===== config.mk =====
export PLATFORM = sky130hd
export DESIGN_NAME = lane_descrambler
export DESIGN_NICKNAME = d
export VERILOG_FILES = /design/src/rtl/lane_descrambler.sv
export SDC_FILE = /design/constraint.sdc
export NUM_CORES = 1
export LEC_CHECK = 0
export ABC_AREA = 1
export BUFFER_PORTS_ARGS = -buffer_cell sky130_fd_sc_hd__buf_2
export CORE_UTILIZATION = 37
export CTS_CLUSTER_SIZE = 25
export DETAILED_ROUTE_END_ITERATION = 6
export PLACE_DENSITY_LB_ADDON = 0.15
export SYNTH_ARGS = -nofsm -noshare
export SYNTH_HDL_FRONTEND = slang
export SYNTH_SLANG_ARGS = --single-unit

===== constraint.sdc =====
create_clock -name clk -period 1.5 [get_ports clk]
set_input_delay 0.15 -clock clk [delete_from_list [all_inputs] [get_ports clk]]
set_output_delay 0.15 -clock clk [all_outputs]
set_load 0.01 [all_outputs]

===== src/rtl/lane_descrambler.sv =====
module lane_descrambler #(
  parameter int WIDTH    = 16,
  parameter int TAP_NEAR = 14,
  parameter int TAP_FAR  = 15
) (
  input  logic             clk,
  input  logic             rst_n,
  input  logic [WIDTH-1:0] in_word,
  input  logic             in_valid,
  input  logic             bypass,
  output logic [WIDTH-1:0] out_word,
  output logic             out_valid
);
  localparam int HIST = TAP_FAR;
  localparam int EXTW = HIST + WIDTH;

  logic [HIST-1:0]  hist_q;
  logic [EXTW-1:0]  stream;
  logic [WIDTH-1:0] plain;

  // Higher index = earlier in time; history sits above the current word.
  assign stream = {hist_q, in_word};

  for (genvar i = 0; i < WIDTH; i++) begin : g_bit
    assign plain[i] = stream[i] ^ stream[i+TAP_NEAR] ^ stream[i+TAP_FAR];
  end

  always_ff @(posedge clk or negedge rst_n) begin
    if (!rst_n) begin
      hist_q    <= '0;
      out_word  <= '0;
      out_valid <= 1'b0;
    end else begin
      out_valid <= in_valid;
      if (in_valid) begin
        hist_q   <= stream[HIST-1:0];
        out_word <= bypass ? in_word : plain;
      end
    end
  end
endmodule


==> impl_results.md <==
- Status: completed
- IO buf count: 36
- Post-CTS Repair Setup Buffers: 0
- Max-cap viol count: 0
- CP Class: register to output port
- First DRT Iteration DRCs: 67
- Cells after synthesis: 204
- FF+latch count, synth: 32
- Horiz. Die Dim: 69.2 um
- Share of layout cells above drive strength 1: 23.8%
- Bufs and invs on worst path: 1
- Worst slew pin tran: 0.405 ns
- # hold bufs at CTS: 1
- Slowest cell on the critical path: dfrtp_1
- TritonCTS clock tree: done
- Vias post-DR: 1,483
- Initial antenna violation count: 0
- Row count: 24
- RD Place Congestion: 0.736
- Worst-path clk slew: 0.06 ns
- WL/cell: 12.0 um
- Layout area overhead: 19.3%
- Die Ht: 69.2 um
- TritonRoute pass-1 iters: 4
- CTS Sinks: 32
- Cells after DPL: 287
- Max Buffers Root-to-Sink: 2
- Post_cts resized: 0
- CTS root buffer: clkbuf_8
- Fin cells: 296
- Pwr/cell area: 1070 mW/mm^2
- Nets: 263
- Total Routed Length: 3.55 mm
- Pwr Total: 0.00212 W
- Worst skew pair latency: 0.29 ns
- Max Clock Freq: 1030 MHz
- Share of the yosys chip area belonging to registers: 47.9%
- H-tree depth: 2
- Post-layout min period: 0.970 ns
- Post-route DRC violation count: 0
- HP Class: primary input to register
- Worst-path maximum fanout: 2
- Total gr overflow: 0
- # IOs: 37
- Clock skew: 0.00667 ns
- Initial Util: 38.4%
- CP cell instances: buf_2
- Post-synth net total: 224
- RSZ-0062 raised after global routing: no
- Final Hold Viols: 0
- Delay-heaviest family, CP: flip-flops
- Antenna Violating Nets Remaining: 0
- Final Cycle Share: 64.6%
- Worst setup EP type: output port
- Synth cell types: 15
- Data arrival, critical path: 0.82 ns
- Final Util: 45.7%
- CP peak stage delay: 0.39 ns
- Slew Limit Fails: 0
- GRT Resource Usage Total: 16.5%
- Vias/cell: 5.01
- CP Launch Type: register
- Peak supply drop: 0.336 mV
- Slew margin rel.: 73.0%
- Die Footprint: 0.00479 mm^2
- Critical Path RT: 1.35 ns
- Final setup violation count: 0
- Synthesized cell area: 0.00167 mm^2
- Vias in the first global route: 1,398
- Post-synthesis average cell area: 8.19 um^2
- Leak: 1.01 nW
- Ant diodes: 0
- Largest net degree at the start of global routing: 33
- Global-route wire length before repair: 6.26 mm
- Synth warnings: 0
- Post-detail-place hpwl: 2.43 mm
- Core region area: 0.00435 mm^2
- Num CTS Buffers: 5
- TNS Setup: 0 ns
## where the power goes
group / total [W] / switching, W / internal, W
clock network: 0.000685 / 0.000312 / 0.000374
registers: 0.00101 / 0.0000551 / 0.000959
logic: 0.000425 / 0.000260 / 0.000165
## synthesized netlist by cell type, drive strengths merged
cell type | instances | area share [%]
or2 | 1 | 0.37
nand2 | 51 | 11
o21ai | 1 | 0.30
a21oi | 14 | 4.2
buf | 9 | 4.0
nor2 | 15 | 7.6
nand4 | 16 | 6.0
dfrtp | 32 | 48
nand3 | 46 | 14
inv | 19 | 4.4
## worst paths after layout
path                                               start                        to  cells after the start  slack [ns]
worst max register to register    hist_q[13]$_DFFE_PN0P_  out_word[15]$_DFFE_PN0P_                      6        0.61
max in group asynchronous                          rst_n     hist_q[8]$_DFFE_PN0P_                      3        0.80
min in group asynchronous                          rst_n  out_word[11]$_DFFE_PN0P_                      3        0.40
worst min register to register   out_word[7]$_DFFE_PN0P_   out_word[7]$_DFFE_PN0P_                      2        0.49
worst min-delay path                          in_word[7]   out_word[7]$_DFFE_PN0P_                      3        0.12
worst max-delay path            out_word[14]$_DFFE_PN0P_              out_word[14]                      1        0.53
## stage by stage
step	setup WS [ns]	hold slack, ns	instance area [um^2]
floorplan	0.684	-0.146	1670
global placement	0.461	0.204	1890
detailed placement	0.433	0.203	1890
CTS	0.516	0.109	1990
global route	0.496	0.131	1990
finish	0.530	0.117	1990
## sequential cells by signal, indices dropped and copies added (netlist names)
register	count
hist_q	15
out_valid	1
out_word	16
## final cells by class
cell class / instances / area (um^2)
multi-input combinational: 144 / 729
timing repair buffer: 41 / 233
clock buffer: 8 / 90.1
fill: 416 / 2360
inverter: 19 / 73.8
tap: 52 / 65.1
sequential: 32 / 801
## cells by family after synthesis
family	Yosys count	synth area share (%)
compound gates	15	4.49
buf+inv	28	8.39
flops	32	47.9
simple gates	129	39.2
## layer usage
layer  wire (um)  part of all wire [%]  GRT usage, %  vias up
li1            -                     -             -      762
met1        1690                    48          22.0      679
met2        1640                    46          24.9       35
met3         140                   3.9          4.22        7
met4          76                   2.1          8.16        0
met5           0                     0             0        -
## cells in the final DEF, fill, tap and decap left out
cell / instances
a21oi_1: 14
buf_12: 1
buf_2: 36
buf_4: 3
clkbuf_1: 2
clkbuf_8: 6
dfrtp_1: 32
dlygate4sd3_1: 1
inv_1: 18
inv_4: 1
nand2_1: 51
nand3_1: 46
nand4_1: 16
nor2_1: 5
nor2_2: 1
nor2_4: 9
o21ai_0: 1
or2_2: 1
Power figures use the tool's default switching activity.
